==> config.mk <==
export PLATFORM = sky130hd
export DESIGN_NAME = vid_sync_decoder
export DESIGN_NICKNAME = d
export VERILOG_FILES = /design/src/rtl/vsd_pkg.sv /design/src/rtl/vsd_rst_sync.sv /design/src/rtl/vsd_code_finder.sv /design/src/rtl/vsd_line_timer.sv /design/src/rtl/vsd_out_stage.sv /design/src/rtl/vid_sync_decoder.sv
export SDC_FILE = /design/constraint.sdc
export NUM_CORES = 1
export LEC_CHECK = 0
export BUFFER_PORTS_ARGS = -buffer_cell sky130_fd_sc_hd__buf_2
export CAP_MARGIN = 5
export CORE_ASPECT_RATIO = 0.7
export CORE_UTILIZATION = 44
export DETAILED_ROUTE_END_ITERATION = 7
export PLACE_DENSITY_LB_ADDON = 0.25
export SLEW_MARGIN = 5
export SYNTH_ARGS = -nofsm -noshare
export SYNTH_HDL_FRONTEND = slang
export SYNTH_HIERARCHICAL = 1
export SYNTH_SLANG_ARGS = --single-unit
==> constraint.sdc <==
create_clock -name clk -period 2.55 [get_ports clk]
set_input_delay 0 -clock clk [delete_from_list [all_inputs] [get_ports clk]]
set_output_delay 0 -clock clk [all_outputs]
set_load 0.005 [all_outputs]
==> src/rtl/vsd_pkg.sv <==
package vsd_pkg;
  localparam int BYTE_W = 8;

  typedef struct packed {
    logic f;
    logic v;
    logic h;
  } vsd_flags_t;

  function automatic logic [3:0] vsd_prot(input vsd_flags_t x);
    return {x.v ^ x.h, x.f ^ x.h, x.f ^ x.v, x.f ^ x.v ^ x.h};
  endfunction
endpackage

==> src/rtl/vsd_rst_sync.sv <==
module vsd_rst_sync #(
  parameter int STAGES = 2
) (
  input  logic clk,
  input  logic arst_n,
  output logic srst_n
);
  logic [STAGES-1:0] sync_q;

  always_ff @(posedge clk or negedge arst_n) begin
    if (!arst_n) sync_q <= '0;
    else         sync_q <= {sync_q[STAGES-2:0], 1'b1};
  end

  assign srst_n = sync_q[STAGES-1];
endmodule

==> src/rtl/vsd_code_finder.sv <==
module vsd_code_finder
  import vsd_pkg::*;
#(
  parameter int LAG = 3
) (
  input  logic              clk,
  input  logic              rst_n,
  input  logic [BYTE_W-1:0] din,
  output logic [BYTE_W-1:0] lagged,
  output logic              code_hit,
  output logic              code_bad,
  output vsd_flags_t        code_flags
);
  logic [BYTE_W-1:0] tap_q [LAG];
  logic [BYTE_W-1:0] tap_d [LAG];
  logic              preamble;
  logic              status_ok;

  // delay line: tap 0 is the newest byte, tap LAG-1 the oldest
  generate
    for (genvar i = 0; i < LAG; i++) begin : g_tap
      if (i == 0) begin : g_first
        assign tap_d[i] = din;
      end else begin : g_rest
        assign tap_d[i] = tap_q[i-1];
      end
      always_ff @(posedge clk or negedge rst_n) begin
        if (!rst_n) tap_q[i] <= '0;
        else        tap_q[i] <= tap_d[i];
      end
    end
  endgenerate

  always_comb begin
    preamble   = (tap_q[2] == 8'hFF) && (tap_q[1] == 8'h00) && (tap_q[0] == 8'h00);
    code_flags = vsd_flags_t'(din[6:4]);
    status_ok  = din[7] && (din[3:0] == vsd_prot(code_flags));
    code_hit   = preamble && status_ok;
    code_bad   = preamble && !status_ok;
  end

  assign lagged = tap_q[LAG-1];
endmodule

==> src/rtl/vsd_line_timer.sv <==
module vsd_line_timer
  import vsd_pkg::*;
#(
  parameter int LINE_LEN     = 1728,
  parameter int FRAME_LINES  = 625,
  parameter int VBL1_LAST    = 22,
  parameter int FIELD2_FIRST = 313,
  parameter int VBL2_LAST    = 335,
  parameter int HW           = 12,
  parameter int LW           = 10
) (
  input  logic          clk,
  input  logic          rst_n,
  input  logic          code_hit,
  input  vsd_flags_t    code_flags,
  output logic [HW-1:0] hcnt,
  output logic [LW-1:0] line,
  output logic          fld,
  output logic          vbl,
  output logic          locked,
  output logic          terr
);
  localparam logic [HW-1:0] H_LAST  = HW'(LINE_LEN - 1);
  localparam logic [HW-1:0] H_MAX   = {HW{1'b1}};
  localparam logic [LW-1:0] L_LAST  = LW'(FRAME_LINES);
  localparam logic [LW-1:0] L_F2    = LW'(FIELD2_FIRST);
  localparam logic [LW-1:0] L_ACT1  = LW'(VBL1_LAST + 1);
  localparam logic [LW-1:0] L_ACT2  = LW'(VBL2_LAST + 1);

  logic [HW-1:0] hcnt_d;
  logic [LW-1:0] line_d;
  logic          fld_d, vbl_d, locked_d, terr_d;
  logic          seen_q, seen_d;
  logic          pf_q, pv_q, pf_d, pv_d;
  logic          eav, on_time;

  always_comb begin
    eav      = code_hit && code_flags.h;
    on_time  = (hcnt == H_LAST);
    hcnt_d   = hcnt;
    line_d   = line;
    fld_d    = fld;
    vbl_d    = vbl;
    pf_d     = pf_q;
    pv_d     = pv_q;
    seen_d   = seen_q;
    locked_d = locked;
    terr_d   = 1'b0;

    if (eav)                hcnt_d = '0;
    else if (hcnt != H_MAX) hcnt_d = hcnt + HW'(1);

    if (code_hit) begin
      fld_d = code_flags.f;
      vbl_d = code_flags.v;
    end

    if (eav) begin
      pf_d     = code_flags.f;
      pv_d     = code_flags.v;
      seen_d   = 1'b1;
      terr_d   = seen_q && !on_time;
      locked_d = locked || (seen_q && on_time);
      if (code_flags.f && !pf_q)      line_d = L_F2;
      else if (pv_q && !code_flags.v) line_d = code_flags.f ? L_ACT2 : L_ACT1;
      else if (line == L_LAST)        line_d = LW'(1);
      else                            line_d = line + LW'(1);
    end
  end

  always_ff @(posedge clk or negedge rst_n) begin
    if (!rst_n) begin
      hcnt   <= '0;
      line   <= '0;
      fld    <= 1'b0;
      vbl    <= 1'b0;
      pf_q   <= 1'b0;
      pv_q   <= 1'b0;
      seen_q <= 1'b0;
      locked <= 1'b0;
      terr   <= 1'b0;
    end else begin
      hcnt   <= hcnt_d;
      line   <= line_d;
      fld    <= fld_d;
      vbl    <= vbl_d;
      pf_q   <= pf_d;
      pv_q   <= pv_d;
      seen_q <= seen_d;
      locked <= locked_d;
      terr   <= terr_d;
    end
  end
endmodule

==> src/rtl/vsd_out_stage.sv <==
module vsd_out_stage
  import vsd_pkg::*;
#(
  parameter int LINE_LEN  = 1728,
  parameter int BLANK_LEN = 288,
  parameter int HW        = 12,
  parameter int LW        = 10
) (
  input  logic              clk,
  input  logic              rst_n,
  input  logic [BYTE_W-1:0] lagged,
  input  logic              code_bad,
  input  logic [HW-1:0]     hcnt,
  input  logic [LW-1:0]     line,
  input  logic              fld,
  input  logic              vbl,
  input  logic              locked,
  output logic [BYTE_W-1:0] dout,
  output logic              field_o,
  output logic              vblank_o,
  output logic              active_o,
  output logic              luma_valid_o,
  output logic [BYTE_W-1:0] luma_o,
  output logic [HW-1:0]     hcount_o,
  output logic [LW-1:0]     line_o,
  output logic              code_error_o
);
  localparam logic [HW-1:0] H_ACT0 = HW'(BLANK_LEN);
  localparam logic [HW-1:0] H_END  = HW'(LINE_LEN);
  localparam logic          PHASE  = 1'(BLANK_LEN % 2);

  logic [BYTE_W-1:0] dout_d;
  logic              cerr_d;
  logic              in_window;

  always_comb begin
    dout_d = lagged;
    cerr_d = code_bad;
  end

  always_ff @(posedge clk or negedge rst_n) begin
    if (!rst_n) begin
      dout         <= '0;
      code_error_o <= 1'b0;
    end else begin
      dout         <= dout_d;
      code_error_o <= cerr_d;
    end
  end

  always_comb begin
    in_window    = (hcnt >= H_ACT0) && (hcnt < H_END);
    field_o      = locked && fld;
    vblank_o     = locked && vbl;
    active_o     = locked && !vbl && in_window;
    luma_valid_o = active_o && (hcnt[0] ^ PHASE);
    luma_o       = luma_valid_o ? dout : '0;
    hcount_o     = locked ? hcnt : '0;
    line_o       = locked ? line : '0;
  end
endmodule

==> src/rtl/vid_sync_decoder.sv <==
module vid_sync_decoder
  import vsd_pkg::*;
#(
  parameter int LINE_LEN     = 1728,
  parameter int BLANK_LEN    = 288,
  parameter int FRAME_LINES  = 625,
  parameter int VBL1_LAST    = 22,
  parameter int FIELD2_FIRST = 313,
  parameter int VBL2_LAST    = 335,
  localparam int HW          = $clog2(LINE_LEN) + 1,
  localparam int LW          = $clog2(FRAME_LINES + 1)
) (
  input  logic          clk,
  input  logic          rst_n,
  input  logic [7:0]    din,
  output logic [7:0]    dout,
  output logic          field_o,
  output logic          vblank_o,
  output logic          active_o,
  output logic          luma_valid_o,
  output logic [7:0]    luma_o,
  output logic [HW-1:0] hcount_o,
  output logic [LW-1:0] line_o,
  output logic          code_error_o,
  output logic          timing_error_o
);
  logic              srst_n;
  logic [BYTE_W-1:0] lagged;
  logic              code_hit, code_bad;
  vsd_flags_t        code_flags;
  logic [HW-1:0]     hcnt;
  logic [LW-1:0]     line;
  logic              fld, vbl, locked;

  vsd_rst_sync #(.STAGES(2)) u_rst (
    .clk    (clk),
    .arst_n (rst_n),
    .srst_n (srst_n)
  );

  vsd_code_finder #(.LAG(3)) u_find (
    .clk        (clk),
    .rst_n      (srst_n),
    .din        (din),
    .lagged     (lagged),
    .code_hit   (code_hit),
    .code_bad   (code_bad),
    .code_flags (code_flags)
  );

  vsd_line_timer #(
    .LINE_LEN     (LINE_LEN),
    .FRAME_LINES  (FRAME_LINES),
    .VBL1_LAST    (VBL1_LAST),
    .FIELD2_FIRST (FIELD2_FIRST),
    .VBL2_LAST    (VBL2_LAST),
    .HW           (HW),
    .LW           (LW)
  ) u_timer (
    .clk        (clk),
    .rst_n      (srst_n),
    .code_hit   (code_hit),
    .code_flags (code_flags),
    .hcnt       (hcnt),
    .line       (line),
    .fld        (fld),
    .vbl        (vbl),
    .locked     (locked),
    .terr       (timing_error_o)
  );

  vsd_out_stage #(
    .LINE_LEN  (LINE_LEN),
    .BLANK_LEN (BLANK_LEN),
    .HW        (HW),
    .LW        (LW)
  ) u_out (
    .clk          (clk),
    .rst_n        (srst_n),
    .lagged       (lagged),
    .code_bad     (code_bad),
    .hcnt         (hcnt),
    .line         (line),
    .fld          (fld),
    .vbl          (vbl),
    .locked       (locked),
    .dout         (dout),
    .field_o      (field_o),
    .vblank_o     (vblank_o),
    .active_o     (active_o),
    .luma_valid_o (luma_valid_o),
    .luma_o       (luma_o),
    .hcount_o     (hcount_o),
    .line_o       (line_o),
    .code_error_o (code_error_o)
  );
endmodule

# Word-level counts from Yosys, hierarchy flattened
# Cells that the tools add are included.
[op_classes] n_addsub=2 eq_ne=5 reduce_logical=25 muxes=10 bitwise=4 order_cmp=2
[op_table] cell="10-bit two-way mux" count=4
[op_table] cell="12-bit two-way mux" count=3
[op_table] cell="1-bit logical AND" count=16
[op_table] cell="8-bit zero test" count=2
[op_table] cell="12-bit by 1-bit adder with 12-bit output (second input constant)" count=1
[op_table] cell="12-bit by 11-bit == test with 1-bit output (second input constant)" count=1
[op_table] cell="12-bit by 9-bit >= comparator with 1-bit output (second input constant)" count=1
[op_table] cell="12-bit by 11-bit < comparator with 1-bit output (second input constant)" count=1
[op_table] cell="12-bit inequality test (second input constant)" count=1
[op_table] cell="10-bit by 1-bit adder with 10-bit output (second input constant)" count=1
[op_table] cell="10-bit == test (second input constant)" count=1
[op_table] cell="9-bit two-way mux" count=1
[op_table] cell="8-bit == test (second input constant)" count=1
[op_table] cell="8-bit two-way mux" count=1
[op_table] cell="1-bit zero test" count=5
[op_table] cell="4-bit == test" count=1
[op_table] cell="1-bit XOR" count=4
[op_table] cell="2-bit nonzero test" count=1
[op_table] cell="1-bit logical OR" count=1
[op_table] cell="1-bit two-way mux" count=1
[totals] register_bits=64 inputBits=10

# Longest topological paths before layout
[logic_depth] depth_word=7 mapped_depth=10 depth_no_buf=8

# Cells and area by module
# Netlist, hierarchy kept.
[modules_own_cells] module="vsd_line_timer" n_inst=1 area_per_inst_um2=1589.0 cells_per_inst=161 seq_area_each_um2=725.7
[modules_own_cells] module="vsd_code_finder" n_inst=1 area_per_inst_um2=842.1 cells_per_inst=58 seq_area_each_um2=600.6
[modules_own_cells] module="vsd_out_stage" n_inst=1 area_per_inst_um2=531.8 cells_per_inst=60 seq_area_each_um2=225.2
[modules_own_cells] module="vsd_rst_sync" n_inst=1 area_per_inst_um2=53.8 cells_per_inst=3 seq_area_each_um2=50.0

# Least setup slack after synthesis
# Ideal clock, no wire load.
[synth_path] path_kind="flip-flop to flip-flop" start="register u_find.tap_q (netlist bit u_find/tap_d[9])" end="register u_timer.line[6]" n_path_buf=0 setup_time_ps=64 path_stages_with_launch=9 arrival_time_ps=2516 required_ps=2486 path_slack_ps=-30 cell_sequence="dfrtp_1 -> or4b_1 -> nor4_2 -> nand2_1 -> nor4_2 -> nand2_2 -> nor3_1 -> nor3b_1 -> a211o_1"
[synth_via] elab_chain_len=4
[synth_lines] element="start, declared" line="vsd_code_finder.sv:14" text="logic [BYTE_W-1:0] tap_q [LAG];"
[synth_lines] element="start signal, assigned by index" line="vsd_code_finder.sv:29" text="else tap_q[i] <= tap_d[i];"
[synth_lines] element="8-bit zero test" line="vsd_code_finder.sv:35" text="preamble = (tap_q[2] == 8'hFF) && (tap_q[1] == 8'h00) && (tap_q[0] == 8'h00);"
[synth_lines] element="1-bit logical AND" line="vsd_code_finder.sv:35"
[synth_lines] element="1-bit logical AND" line="vsd_code_finder.sv:38" text="code_hit = preamble && status_ok;"
[synth_lines] element="named net code_hit" line="vid_sync_decoder.sv:29" text="logic code_hit, code_bad;"
[synth_lines] element="1-bit logical AND" line="vsd_line_timer.sv:38" text="eav = code_hit && code_flags.h;"
[synth_lines] element="end signal, assigned" line="vsd_line_timer.sv:84" text="line <= line_d;"
[synth_lines] element="end, declared" line="vsd_line_timer.sv:17" text="output logic [LW-1:0] line,"
# The timed path passes the listed nets, and every way through them passes these cells.
# A chain may end at the register's enable or synchronous reset.

# Worst setup path after layout
[layout_path] start="register u_find.tap_q (netlist bit u_find/tap_d[9])" end="register u_timer.line[2]"
# The elaborated chain is that of the path after synthesis.

==> summary.txt <==
Post-synth EDFFs = 0
WL final = 6610 µm
Final GP Congestion = 0.823
vias in the first global route = 2261
status = complete, no violations
first-pass GRT wire length = 11100 µm
grt total ovfl = 0
Synth cell types = 64
Slew Limit Headroom = 54.2%
Initial Utilization = 46.9%
Register Area = 0.00160 mm²
final setup violation count = 0
DR WL/cell = 14.5 µm
max frequency = 0.395 GHz
Fillers = 595
ys async rst share = 100%
Syn Std Cell Area = 0.00302 mm²
max_cap viols = 0
register bit count reported by yosys = 64
Peak VDD IR = 0.287 mV
DRT Pass-1 Iters = 4
Setup TNS = 0 ns
worst min path class = reg -> async
Nets = 373
Tcrit/Tclk final = 99.4%
top cell type by total area after synthesis = dfrtp_1
drt initial violations = 89
row count = 24
clock latency on the worst-skew pair = 0.33 ns
layout cell share with drive strength beyond 1 = 31.5%
ant diodes = 0
R2R setup slack = 0.02 ns
Hold Vio Cnt, Final = 0
H-tree levels = 3
Clock Path Buffers = 2
Buffers on Ports = 53
Final Slew Violations = 0
Cell Pwr Density = 686 mW/mm²
clk slew on worst S/H paths = 0.07 ns
Synth Instances = 282
footprint of the multi-input gates = 0.00138 mm²
Final ANT Viol Nets = 0
Die Ht = 71.3 µm
CTS root buffer = clkbuf_8
clk_skew = 0.00540 ns
Core Area = 0.00643 mm²
Critical Path AT = 2.80 ns
Min Hold Slack = 0.151 ns
ys flop type = dfrtp_1
Total Routing Usage GR = 20.4%
Leakage = 1.78 nW
CP startpoint kind = flop
sequential share of the synthesized area = 53.1%
CP Capture Type = flop
critical setup path kind = reg -> reg
Die W = 101 µm
post-layout util = 59.9%
crit-path max FO = 7
min Tclk post-route = 2.53 ns
TritonCTS Buffers = 9
worst-margin pin slew = 0.685 ns
drt drc = 0
commonest non-fill, non-tap cells in the layout = dfrtp_1, buf_2, and2_1
DR vias/cell = 5.19
largest net degree at the start of global routing = 27
P&R area growth vs syn = 27.5%
CP required = 2.81 ns
antenna violations before repair = 0
unrepaired setup endpoints after global routing = true
Synth area leaders = dfrtp_1, and2_1, nand2_1
vias = 2365
Synthesized Nets = 295
commonest non-fill, non-tap cell in the layout = dfrtp_1
final HPWL from detailed placement = 4520 µm
syn avg cell area = 10.7 µm²
Ports = 54
CTS tree = yes
clk sink count = 64
DIE AREA = 0.00720 mm²
Design Power = 2.64 mW
Syn. warnings = 6
area share of the largest cell type after synthesis = 53.1%
==> registers in the layout (all words and copies together), names as in the netlist <==
| signal | cells |
|---|---|
| u_timer/pf_q | 1 |
| u_timer/locked | 1 |
| u_find/tap_d | 16 |
| u_out/code_error_o | 1 |
| u_timer/seen_q | 1 |
| u_timer/vbl | 1 |
| u_timer/fld | 1 |
| u_timer/pv_q | 1 |
| u_timer/line | 10 |
| u_rst/sync_q | 2 |
| u_find/lagged | 8 |
| u_timer/hcnt | 12 |
| u_out/dout | 8 |
| u_timer/terr | 1 |
==> metrics by stage <==
step	setup WS, ns	instances	area (µm²)
after global routing	-0.105	456	3850
after global placement	-0.0187	425	3420
after floorplan	0.0501	282	3020
after CTS	0.0106	452	3770
final	0.0152	456	3850
after detailed placement	-0.171	425	3420
==> timing repair <==
item                       CTS  global route
setup endpoints to repair   12            12
gates resized for setup      5            11
hold endpoints to repair    12             0
buffers inserted             1             4
pin swaps                    1             3
hold buffers                10             0
==> cells by family (layout without fill, tap and decap cells) <==
family / Yosys count / after routing / share of synthesized area (%)
AOI/OAI and AO/OA: 58 / 58 / 14.0
xor gates and xnor gates: 2 / 2 / 0.581
adders and majority gates: 3 / 3 / 1.24
buffers and inverters: 26 / 109 / 3.65
DFF: 64 / 64 / 53.1
muxes: 3 / 3 / 1.08
other: 1 / 1 / 0.124
and+or+nand+nor: 125 / 125 / 26.3
==> report_power, final <==
group	internal, mW	switching, mW
Combinational	0.155	0.218
Sequential	1.13	0.181
Clock	0.575	0.378
Total	1.86	0.778
==> worst paths after layout <==
check / startpoint / end / depth (start not counted)
min in group clk: din[7] / u_find/tap_d[15] / 2
max in group asynchronous: u_rst/sync_q[1] / u_timer/line[4] / 1
min: u_rst/sync_q[1] / u_timer/hcnt[4] / 0
max: u_find/tap_d[9] / u_timer/line[2] / 8
min reg2reg: u_rst/sync_q[1] / u_timer/hcnt[4] / 0
max reg2reg: u_find/tap_d[9] / u_timer/line[2] / 8
==> per-layer routing <==
layer / vias up / routed length, µm / GRT usage [%] / share of wire, %
met2: 58 / 3060 / 31.6 / 46
met5: - / 0 / 0 / 0
met4: 0 / 42 / 6.28 / 0.64
li1: 1172 / - / - / -
met1: 1129 / 3200 / 28.4 / 48
met3: 6 / 316 / 5.27 / 4.8
==> Yosys cell counts, drive strengths merged (4+ instances only) <==
library cell  instances
nand4                 6
buf                   4
or3                   5
nand2                22
a31oi                 6
nor2                 12
nor4                  4
o21ai                 9
inv                  16
a21oi                13
nor2b                 4
clkbuf                5
nand3                 9
nor3                 13
or4                   4
and2                 27
dfrtp                64
o31ai                 4
==> cell type report <==
class | count | area share [%]
clock inverters | 5 | 2.08
well taps | 91 | 2.96
inverters | 17 | 1.66
multi-input cells | 192 | 35.8
flip-flops and latches | 64 | 41.7
repair buffers | 76 | 12.1
clock buffers | 11 | 3.68
==> critical path: stages (launching register included) <==
cell      delay [ns]
dfrtp_1         0.39
or4b_4          0.56
nor4_4          0.30
nand2_1         0.14
nor4_4          0.22
nand2_2         0.20
a211o_4         0.34
o31ai_2         0.18
o21bai_1        0.13
Power figures use the tool's default switching activity.
